File: src/rtl/scp_pkg.sv
package scp_pkg;
  localparam logic [7:0] CMD_ARM    = 8'hFE;
  localparam logic [7:0] CMD_BURST  = 8'hFF;
  localparam logic [7:0] CMD_DISARM = 8'hFD;

  typedef enum logic [1:0] {M_CODEC, M_SLIC, M_GAIN, M_RSVD} mode_t;

  function automatic mode_t cfg_mode(input logic [6:0] c);
    if (!c[6])     return M_CODEC;
    else if (c[5]) return M_RSVD;
    else if (c[4]) return M_SLIC;
    else           return M_GAIN;
  endfunction
endpackage

File: src/rtl/scp_sync.sv
module scp_sync #(
  parameter int STAGES = 2
) (
  input  logic clk,
  input  logic rst,
  input  logic sclk,
  input  logic cs_n,
  input  logic din,
  output logic sck_rise,
  output logic sck_fall,
  output logic cs_low,
  output logic cs_rise,
  output logic din_s
);
  logic [STAGES-1:0] sck_q, cs_q, din_q;
  logic              sck_d, cs_d;

  always_ff @(posedge clk) begin
    if (rst) begin
      sck_q <= '0;
      cs_q  <= '1;
      din_q <= '0;
      sck_d <= 1'b0;
      cs_d  <= 1'b1;
    end else begin
      sck_q <= {sck_q[STAGES-2:0], sclk};
      cs_q  <= {cs_q[STAGES-2:0], cs_n};
      din_q <= {din_q[STAGES-2:0], din};
      sck_d <= sck_q[STAGES-1];
      cs_d  <= cs_q[STAGES-1];
    end
  end

  assign sck_rise = sck_q[STAGES-1] & ~sck_d;
  assign sck_fall = ~sck_q[STAGES-1] & sck_d;
  assign cs_low   = ~cs_q[STAGES-1];
  assign cs_rise  = cs_q[STAGES-1] & ~cs_d;
  assign din_s    = din_q[STAGES-1];
endmodule

File: src/rtl/scp_shifter.sv
module scp_shifter #(
  parameter int FW = 8,
  localparam int CW = $clog2(FW + 1)
) (
  input  logic          clk,
  input  logic          rst,
  input  logic          sck_rise,
  input  logic          cs_low,
  input  logic          din_s,
  output logic          frame_valid,
  output logic [FW-1:0] frame,
  output logic          mid_frame
);
  logic [CW-1:0] cnt;
  logic [FW-1:0] sr;

  always_ff @(posedge clk) begin
    if (rst || !cs_low) begin
      cnt         <= '0;
      frame_valid <= 1'b0;
    end else begin
      frame_valid <= 1'b0;
      if (sck_rise) begin
        if (cnt == CW'(FW - 1)) begin
          cnt         <= '0;
          frame_valid <= 1'b1;
        end else begin
          cnt <= cnt + 1'b1;
        end
      end
    end
  end

  always_ff @(posedge clk) begin
    if (rst) begin
      sr    <= '0;
      frame <= '0;
    end else if (cs_low && sck_rise) begin
      sr <= {sr[FW-2:0], din_s};
      if (cnt == CW'(FW - 1)) frame <= {sr[FW-2:0], din_s};
    end
  end

  assign mid_frame = (cnt != '0);
endmodule

File: src/rtl/scp_readout.sv
module scp_readout #(
  parameter int FW = 8
) (
  input  logic          clk,
  input  logic          rst,
  input  logic          load,
  input  logic [FW-1:0] load_val,
  input  logic          shift,
  output logic          dout
);
  logic [FW-1:0] sr;

  always_ff @(posedge clk) begin
    if (rst)        sr <= '0;
    else if (load)  sr <= load_val;
    else if (shift) sr <= {sr[FW-2:0], sr[FW-1]};
  end

  assign dout = sr[FW-1];
endmodule

File: src/rtl/scp_regs.sv
module scp_regs
  import scp_pkg::*;
#(
  parameter int CH_W   = 2,
  parameter int DATA_W = 7,
  parameter int STAT_W = 5,
  localparam int CH    = 1 << CH_W,
  localparam int FW    = DATA_W + 1
) (
  input  logic                 clk,
  input  logic                 rst,
  input  logic                 frame_valid,
  input  logic [FW-1:0]        frame,
  input  logic                 sck_rise,
  input  logic                 sck_fall,
  input  logic                 mid_frame,
  input  logic                 cs_low,
  input  logic                 cs_rise,
  input  logic [CH*STAT_W-1:0] status,
  output logic                 ro_load,
  output logic [FW-1:0]        ro_val,
  output logic                 ro_shift,
  output logic                 dout_oe,
  output logic [DATA_W-1:0]    cfg_o,
  output logic [CH*DATA_W-1:0] ts_o,
  output logic [CH*DATA_W-1:0] slic_o,
  output logic [CH*DATA_W-1:0] gmsb_o,
  output logic [CH*DATA_W-1:0] glsb_o
);
  logic [DATA_W-1:0] cfg;
  logic              cfg_valid, armed, burst, rd_active;
  logic [DATA_W-1:0] ts_m   [CH];
  logic [DATA_W-1:0] slic_m [CH];
  logic [DATA_W-1:0] gm_m   [CH];
  logic [DATA_W-1:0] gl_m   [CH];

  logic [CH_W-1:0] ch_new, ch_cfg;
  logic            is_cmd, take;
  mode_t           new_mode, cur_mode;

  assign ch_new   = frame[2 +: CH_W];
  assign ch_cfg   = cfg[2 +: CH_W];
  assign new_mode = cfg_mode(frame[DATA_W-1:0]);
  assign cur_mode = cfg_mode(cfg);
  assign is_cmd   = (frame == CMD_ARM) || (frame == CMD_BURST) || (frame == CMD_DISARM);
  assign take     = frame_valid && !burst;

  function automatic logic [FW-1:0] stat_byte(input logic [CH_W-1:0] ch);
    return {status[ch*STAT_W +: STAT_W], {(FW-STAT_W){1'b0}}};
  endfunction

  always_ff @(posedge clk) begin
    if (rst) begin
      cfg       <= '0;
      cfg_valid <= 1'b0;
      armed     <= 1'b0;
      burst     <= 1'b0;
      rd_active <= 1'b0;
      ro_load   <= 1'b0;
      ro_val    <= '0;
      dout_oe   <= 1'b0;
    end else begin
      ro_load <= 1'b0;
      if (cs_rise) burst <= 1'b0;
      if (take) begin
        if (is_cmd) begin
          rd_active <= 1'b0;
          if (frame == CMD_ARM)    armed <= 1'b1;
          if (frame == CMD_DISARM) armed <= 1'b0;
          if (frame == CMD_BURST && armed && cfg_valid && cur_mode == M_SLIC) begin
            burst   <= 1'b1;
            ro_load <= 1'b1;
            ro_val  <= stat_byte(ch_cfg);
          end
        end else if (frame[FW-1]) begin
          cfg       <= frame[DATA_W-1:0];
          cfg_valid <= 1'b1;
          rd_active <= !armed && (new_mode == M_SLIC);
          ro_load   <= 1'b1;
          ro_val    <= stat_byte(ch_new);
        end else begin
          cfg_valid <= 1'b0;
          rd_active <= 1'b0;
        end
      end
      dout_oe <= cs_low && (rd_active || burst);
    end
  end

  always_ff @(posedge clk) begin
    if (rst) begin
      for (int i = 0; i < CH; i++) begin
        ts_m[i]   <= '0;
        slic_m[i] <= '0;
        gm_m[i]   <= '0;
        gl_m[i]   <= '0;
      end
    end else if (take && !is_cmd && !frame[FW-1] && cfg_valid) begin
      case (cur_mode)
        M_CODEC: ts_m[ch_cfg]   <= frame[DATA_W-1:0];
        M_SLIC:  slic_m[ch_cfg] <= frame[DATA_W-1:0];
        M_GAIN:  if (cfg[0]) gm_m[ch_cfg] <= frame[DATA_W-1:0];
                 else        gl_m[ch_cfg] <= frame[DATA_W-1:0];
        default: ;
      endcase
    end
  end

  assign ro_shift = burst ? (sck_rise && cs_low)
                          : (rd_active && sck_fall && mid_frame && cs_low);
  assign cfg_o = cfg;

  for (genvar g = 0; g < CH; g++) begin : g_flat
    assign ts_o[g*DATA_W +: DATA_W]   = ts_m[g];
    assign slic_o[g*DATA_W +: DATA_W] = slic_m[g];
    assign gmsb_o[g*DATA_W +: DATA_W] = gm_m[g];
    assign glsb_o[g*DATA_W +: DATA_W] = gl_m[g];
  end
endmodule

File: src/rtl/scp_ctrl_port.sv
module scp_ctrl_port #(
  parameter int CH_W        = 2,
  parameter int DATA_W      = 7,
  parameter int STAT_W      = 5,
  parameter int SYNC_STAGES = 2,
  localparam int CH         = 1 << CH_W,
  localparam int FW         = DATA_W + 1
) (
  input  logic                 clk,
  input  logic                 rst,
  input  logic                 sclk,
  input  logic                 cs_n,
  input  logic                 din,
  input  logic [CH*STAT_W-1:0] slic_status,
  output logic                 dout,
  output logic                 dout_oe,
  output logic [CH*DATA_W-1:0] time_slot,
  output logic [CH*DATA_W-1:0] slic_ctrl,
  output logic [CH*DATA_W-1:0] gain_msb,
  output logic [CH*DATA_W-1:0] gain_lsb
);
  logic sck_rise, sck_fall, cs_low, cs_rise, din_s;
  logic frame_valid, mid_frame;
  logic [FW-1:0] frame_byte;
  logic ro_load, ro_shift;
  logic [FW-1:0] ro_val;
  logic [DATA_W-1:0] cfg_q;

  scp_sync #(.STAGES(SYNC_STAGES)) u_sync (
    .clk(clk), .rst(rst), .sclk(sclk), .cs_n(cs_n), .din(din),
    .sck_rise(sck_rise), .sck_fall(sck_fall), .cs_low(cs_low),
    .cs_rise(cs_rise), .din_s(din_s)
  );

  scp_shifter #(.FW(FW)) u_shift (
    .clk(clk), .rst(rst), .sck_rise(sck_rise), .cs_low(cs_low), .din_s(din_s),
    .frame_valid(frame_valid), .frame(frame_byte), .mid_frame(mid_frame)
  );

  scp_regs #(.CH_W(CH_W), .DATA_W(DATA_W), .STAT_W(STAT_W)) u_regs (
    .clk(clk), .rst(rst), .frame_valid(frame_valid), .frame(frame_byte),
    .sck_rise(sck_rise), .sck_fall(sck_fall), .mid_frame(mid_frame),
    .cs_low(cs_low), .cs_rise(cs_rise), .status(slic_status),
    .ro_load(ro_load), .ro_val(ro_val), .ro_shift(ro_shift),
    .dout_oe(dout_oe), .cfg_o(cfg_q),
    .ts_o(time_slot), .slic_o(slic_ctrl), .gmsb_o(gain_msb), .glsb_o(gain_lsb)
  );

  scp_readout #(.FW(FW)) u_ro (
    .clk(clk), .rst(rst), .load(ro_load), .load_val(ro_val),
    .shift(ro_shift), .dout(dout)
  );
endmodule

File: config.mk
export PLATFORM = sky130hd
export DESIGN_NAME = scp_ctrl_port
export DESIGN_NICKNAME = d
export VERILOG_FILES = /design/src/rtl/scp_pkg.sv /design/src/rtl/scp_sync.sv /design/src/rtl/scp_shifter.sv /design/src/rtl/scp_readout.sv /design/src/rtl/scp_regs.sv /design/src/rtl/scp_ctrl_port.sv
export SDC_FILE = /design/constraint.sdc
export NUM_CORES = 1
export LEC_CHECK = 0
export BUFFER_PORTS_ARGS = -buffer_cell sky130_fd_sc_hd__buf_2
export CORE_MARGIN = 10
export CORE_UTILIZATION = 55
export CTS_BUF_LIST = sky130_fd_sc_hd__clkbuf_8 sky130_fd_sc_hd__clkbuf_16
export DETAILED_ROUTE_END_ITERATION = 12
export GPL_TIMING_DRIVEN = 0
export PLACE_DENSITY_LB_ADDON = 0.08
export SLEW_MARGIN = 20
export SYNTH_ARGS = -nofsm -noshare
export SYNTH_HDL_FRONTEND = slang
export SYNTH_SLANG_ARGS = --single-unit
File: constraint.sdc
create_clock -name clk -period 2.56 [get_ports clk]
set_input_delay 0.768 -clock clk [delete_from_list [all_inputs] [get_ports clk]]
set_output_delay 0.768 -clock clk [all_outputs]
set_load 0.01 [all_outputs]
## Yosys cells after proc, flatten, opt, wreduce, memory -nomap -nowiden

Memories as Yosys holds them, arrays and structs flattened.
Index checks and enable logic that the tools add are counted.

| word-level totals | value |
|---|---|
| logic and storage cells | 139 |
| memory bits (writable) | 112 |
| flip-flop bits (word level) | 57 |
| memories | 4 |
| input bits | 25 |
| output and inout bits | 114 |

| cells by class | value |
|---|---|
| equality and inequality tests | 8 |
| add/subtract/negate cells | 1 |
| bitwise logic cells | 10 |
| reduce and logical (&&, ||, !) cells | 37 |
| multiplexer cells | 57 |
| multipliers | 2 |
| shifts and indexed selects | 2 |

Memories:

| name | depth | width | rd ports | clocked after memory_dff | write ports | RTL line | text |
|---|---|---|---|---|---|---|---|
| u_regs.gl_m | 4 | 7 | 4 | 0 | 4 | scp_regs.sv:35 | `logic [DATA_W-1:0] gl_m [CH];` |
| u_regs.gm_m | 4 | 7 | 4 | 0 | 4 | scp_regs.sv:34 | `logic [DATA_W-1:0] gm_m [CH];` |
| u_regs.slic_m | 4 | 7 | 4 | 0 | 4 | scp_regs.sv:33 | `logic [DATA_W-1:0] slic_m [CH];` |
| u_regs.ts_m | 4 | 7 | 4 | 0 | 4 | scp_regs.sv:32 | `logic [DATA_W-1:0] ts_m [CH];` |

Operators by type and width:

| cell | count |
|---|---|
| $mux 8 | 5 |
| $shiftx 20x6->5 | 2 |
| $mux 1 | 37 |
| $mux 7 | 4 |
| $reduce_or 7->1 | 4 |
| $eq 8x8->1 const B | 3 |
| $mux 2 | 10 |
| $logic_and 1x1->1 | 13 |
| $mul 2x3->5 const B | 2 |
| $reduce_and 3->1 | 3 |
| $not 1->1 | 7 |
| $reduce_bool 2->1 | 3 |
| $add 4x1->4 const B | 1 |
| $eq 2x1->1 const B | 2 |
| $eq 4x3->1 const B | 1 |
| $logic_not 1->1 | 4 |
| $logic_or 1x1->1 | 4 |
| $mux 4 | 1 |
| $reduce_and 2->1 | 2 |
| $reduce_bool 4->1 | 1 |
| $reduce_or 2->1 | 2 |
| $and 1x1->1 | 3 |
| $eq 2x2->1 const B | 1 |
| $logic_not 2->1 | 1 |
| $ne 2x2->1 const B | 1 |

## Longest topological paths before layout

| depth | value |
|---|---|
| depth in word-level cells | 12 |
| gate-level depth with buffers | 7 |
| gate-level depth less buffers | 6 |

## Cells and area by module

A second synthesis with hierarchy kept.

| second synthesis, totals | value |
|---|---|
| cell total of the unflattened synthesis | 527 |
| area total of the unflattened synthesis | 6727.7 um^2 |

By module, submodules not included:

| module | sequential area each (um^2) | cells each | area each (um^2) | instances |
|---|---|---|---|---|
| scp_regs | 3723.6 | 394 | 5356.4 | 1 |
| scp_shifter | 400.4 | 78 | 769.5 | 1 |
| scp_readout | 160.2 | 35 | 369.1 | 1 |
| scp_sync | 160.2 | 20 | 232.7 | 1 |

## Worst setup path before layout

OpenSTA, ideal clock, no wires.

| timing path | value |
|---|---|
| path kind | input to register |
| start point | input rst |
| end point | memory u_regs.ts_m[0][0] (enable) |
| setup time | 0.324 ns |
| buffers on the path | 0 |
| setup slack | 0.663 ns |
| data arrival time | 1.573 ns |
| required time | 2.236 ns |
| stages on the path | 4 |
| path through | inv_2 nand2_1 nor4_2 or2_1 |

RTL lines:

| element | RTL line | text |
|---|---|---|
| start, declared | scp_ctrl_port.sv:10 | `input logic rst,` |
| end, declared | scp_regs.sv:32 |  |

==> impl_metrics.ini <==
[yosys]
postSynthNetCount = 541
mappedNetlistArea_um2 = 6750
synth-main-ff-cell = sky130_fd_sc_hd__edfxtp_1
synth-seq-cells = 165
synthesis.instances = 514
synth_top_cells_by_area = sky130_fd_sc_hd__edfxtp_1 50%, sky130_fd_sc_hd__dfxtp_1 16%, sky130_fd_sc_hd__and2_1 10%
yosysSeqAreaShare = 0.656
synth.distinct_cells = 57
netlist.area_leader.share = 0.499
synthArstFlopShare = 0
postSynthAreaPerCell_um2 = 13.1
synth_top_area_cell = sky130_fd_sc_hd__edfxtp_1
synth-edff-count = 112
synth_warnings = 0

[floorplanning]
floorplan.initialDensity = 0.562
chipWidth_um = 131
ioPinCount = 139
die_h_um = 131
num_rows = 40
coreArea_um2 = 12000
area_of_the_die_um2 = 17100

[clocking]
clk_pin_slew_ns = 0.06
htree_levels = 4
post_cts_resize_count = 0
cts.sink_count = 165
cts_hold_buffers = 0
ctsRootBufferMaster = sky130_fd_sc_hd__clkbuf_16
postCtsSetupBuffers = 0
clk-insertion-delay-late_ns = 0.42
numCtsBuffers = 17
cts-root-to-sink-buffers = 2
tritoncts = yes

[detailed_routing]
total_length_of_routed_wires_um = 15500
drt_drc_violations_left = 0
wire_per_inst_um = 18.6
num_vias = 4446
vias_per_cell = 5.35
route.antenna.remaining_nets = 0
drt_iter0_drcs = 267
firstDrtPassIters = 5

[sta]
timing_hold_violations_final = 0
worst_pin_slew_ns = 0.738
slew_headroom = 0.508
timing.final.setup_violations = 0
final.period_utilization = 0.884
final_critical_period_ns = 2.26
achievable-frequency_ghz = 0.442
timing.setup.tns_ns = 0
unrepaired_setup_endpoints_after_global_routing = no
slew_viol_final = 0
timing.clock.skew_ns = 0.00662

[layout]
syn2layout_area_growth_pct = 21.1
finish.cell_count_without_fillers = 831
post_route_cells_drive_above_1_share = 0.279
fill_cells = 917
mostFrequentLayoutCell = sky130_fd_sc_hd__buf_2
layout.nets = 698
antenna_cells_inserted = 0
most-common-layout-cells = 143 x sky130_fd_sc_hd__buf_2, 113 x sky130_fd_sc_hd__and2_1, 112 x sky130_fd_sc_hd__edfxtp_1

[setup_path]
worst_ep_arrival_time_ns = 2.36
cpPeakStageDelay_ns = 0.49
worstPathCellList = nor4bb_1 > buf_2 > nand2_1 > nor4_2 > or2_1
worstSetupStartpointType = flip-flop
critical_path.slowest_cell = sky130_fd_sc_hd__nor4_2
crit_path_end_kind = flip-flop
timing.setup.critical_path_class = reg2reg
crit_required_ns = 2.65
largest_fanout_on_the_critical_path = 9

[grt]
grt.met2_usage = 0.296
grt_pass1_wl_um = 24000
top_usage_layer = met2
grt_start_max_net_pins = 17
met1_usage = 0.225
groute.usage.overall = 0.185
antenna_found_initial = 0
first_global_vias = 4583
grt_overflow_total = 0
met3_usage_in_global_routing = 0.0576

[power]
cellInternalPower_w = 0.00443
pwr_density_cell_nw_per_um2 = 680
power_switching_w = 0.00112
peakVddDrop_uv = 455
cellLeakagePower_nw = 3.32
power.sequential.fraction = 0.534
combPwrFrac = 0.044
power.share.clock = 0.423
switching_share = 0.202

[placed_design]
dpl.hpwl_um = 11200
placed_instance_count = 799
globalplace.congestion = 0.822
numPortBuffers = 138

[worst_hold_path]
timing.hold.worst.class = reg2reg

[flow_run]
max_capacitance_violation_count = 0

[run_status]
run_status = finished, final reports clean
[critical path: cells and delay by family (launching register included)]
family,cells,cell delay [ns]
DFF,1,0.36
and+or+nand+nor,4,1.32
buffers and inverters,1,0.25
[cell families after synthesis]
kind of cell	after synthesis	synth area share
flops	165	0.656
mux	41	0.0618
simple gates	230	0.204
fa+ha+maj	2	0.00371
buf+inv	37	0.0328
xor+xnor	1	0.00130
compound gates	38	0.0404
[cells in the mapped netlist (6+ instances only)]
cell	count
sky130_fd_sc_hd__nor2b_1	6
sky130_fd_sc_hd__dfxtp_1	53
sky130_fd_sc_hd__clkbuf_1	18
sky130_fd_sc_hd__nand3_1	6
sky130_fd_sc_hd__nand4_1	7
sky130_fd_sc_hd__nor2_1	41
sky130_fd_sc_hd__a21oi_1	9
sky130_fd_sc_hd__nand2_1	16
sky130_fd_sc_hd__and2_1	113
sky130_fd_sc_hd__edfxtp_1	112
sky130_fd_sc_hd__o21ai_1	7
sky130_fd_sc_hd__or2_1	9
sky130_fd_sc_hd__mux2i_1	36
[per-stage QoR]
stage / total power, W / area, µm² / hold WS, ns / utilization / worst slack, ns
global placement: 0.00326 / 7620 / 0.394 / 0.634 / 0.175
floorplan: 0.00313 / 6750 / 0.383 / - / 0.663
detailed placement: 0.00327 / 7620 / 0.410 / 0.634 / 0.146
global route: 0.00574 / 8170 / 0.453 / 0.680 / 0.0298
CTS: 0.00559 / 8170 / 0.433 / 0.680 / 0.272
finish: 0.00555 / 8170 / 0.422 / 0.680 / 0.296
[metal layers]
layer / part of all wire / routed length (µm)
met2: 0.48 / 7390
met4: 0.020 / 316
met5: 0 / 0
met3: 0.079 / 1230
met1: 0.42 / 6530
[sequential cells by signal (all words and copies together) (netlist names), 2 cells and up]
register and count:
u_regs.cfg_o 6, u_regs.gl_m 28, u_regs.gm_m 28, u_regs.ro_val 5, u_regs.slic_m 28, u_regs.ts_m 28, u_ro.sr 8, u_shift.cnt 4
u_shift.frame 8, u_shift.sr 7, u_sync.cs_q 2, u_sync.din_q 2, u_sync.sck_q 2
[final timing paths]
| path | start | end | slack, ns | depth (start not counted) |
|---|---|---|---|---|
| setup / recovery | u_shift.frame[7] | u_regs.ts_m[0][0] | 0.30 | 5 |
| hold / removal | u_sync.cs_q[0] | u_sync.cs_q[1] | 0.42 | 1 |
| setup reg to reg | u_shift.frame[7] | u_regs.ts_m[0][0] | 0.30 | 5 |
| hold reg to reg | u_sync.cs_q[0] | u_sync.cs_q[1] | 0.42 | 1 |
[power groups by stage]
stage                     registers [W]  logic (W)  clock network (W)
after global routing            0.00297   0.000263            0.00250
after floorplan                 0.00307  0.0000578                  0
after global placement          0.00302   0.000244                  0
after detailed placement        0.00302   0.000249                  0
final                           0.00297   0.000242            0.00235
after CTS                       0.00297   0.000249            0.00237
[area by class of cell]
| cell class | count | area [µm²] | share of cell area |
|---|---|---|---|
| multi-input combinational | 312 | 2100 | 0.257 |
| clock buffer | 21 | 480 | 0.0588 |
| inverter | 6 | 22.5 | 0.00276 |
| timing repair buffer | 138 | 691 | 0.0845 |
| clock inverter | 11 | 70.1 | 0.00858 |
| tap | 147 | 184 | 0.0225 |
| sequential | 165 | 4420 | 0.542 |
| buffer | 31 | 199 | 0.0243 |
Power figures use the tool's default switching activity.
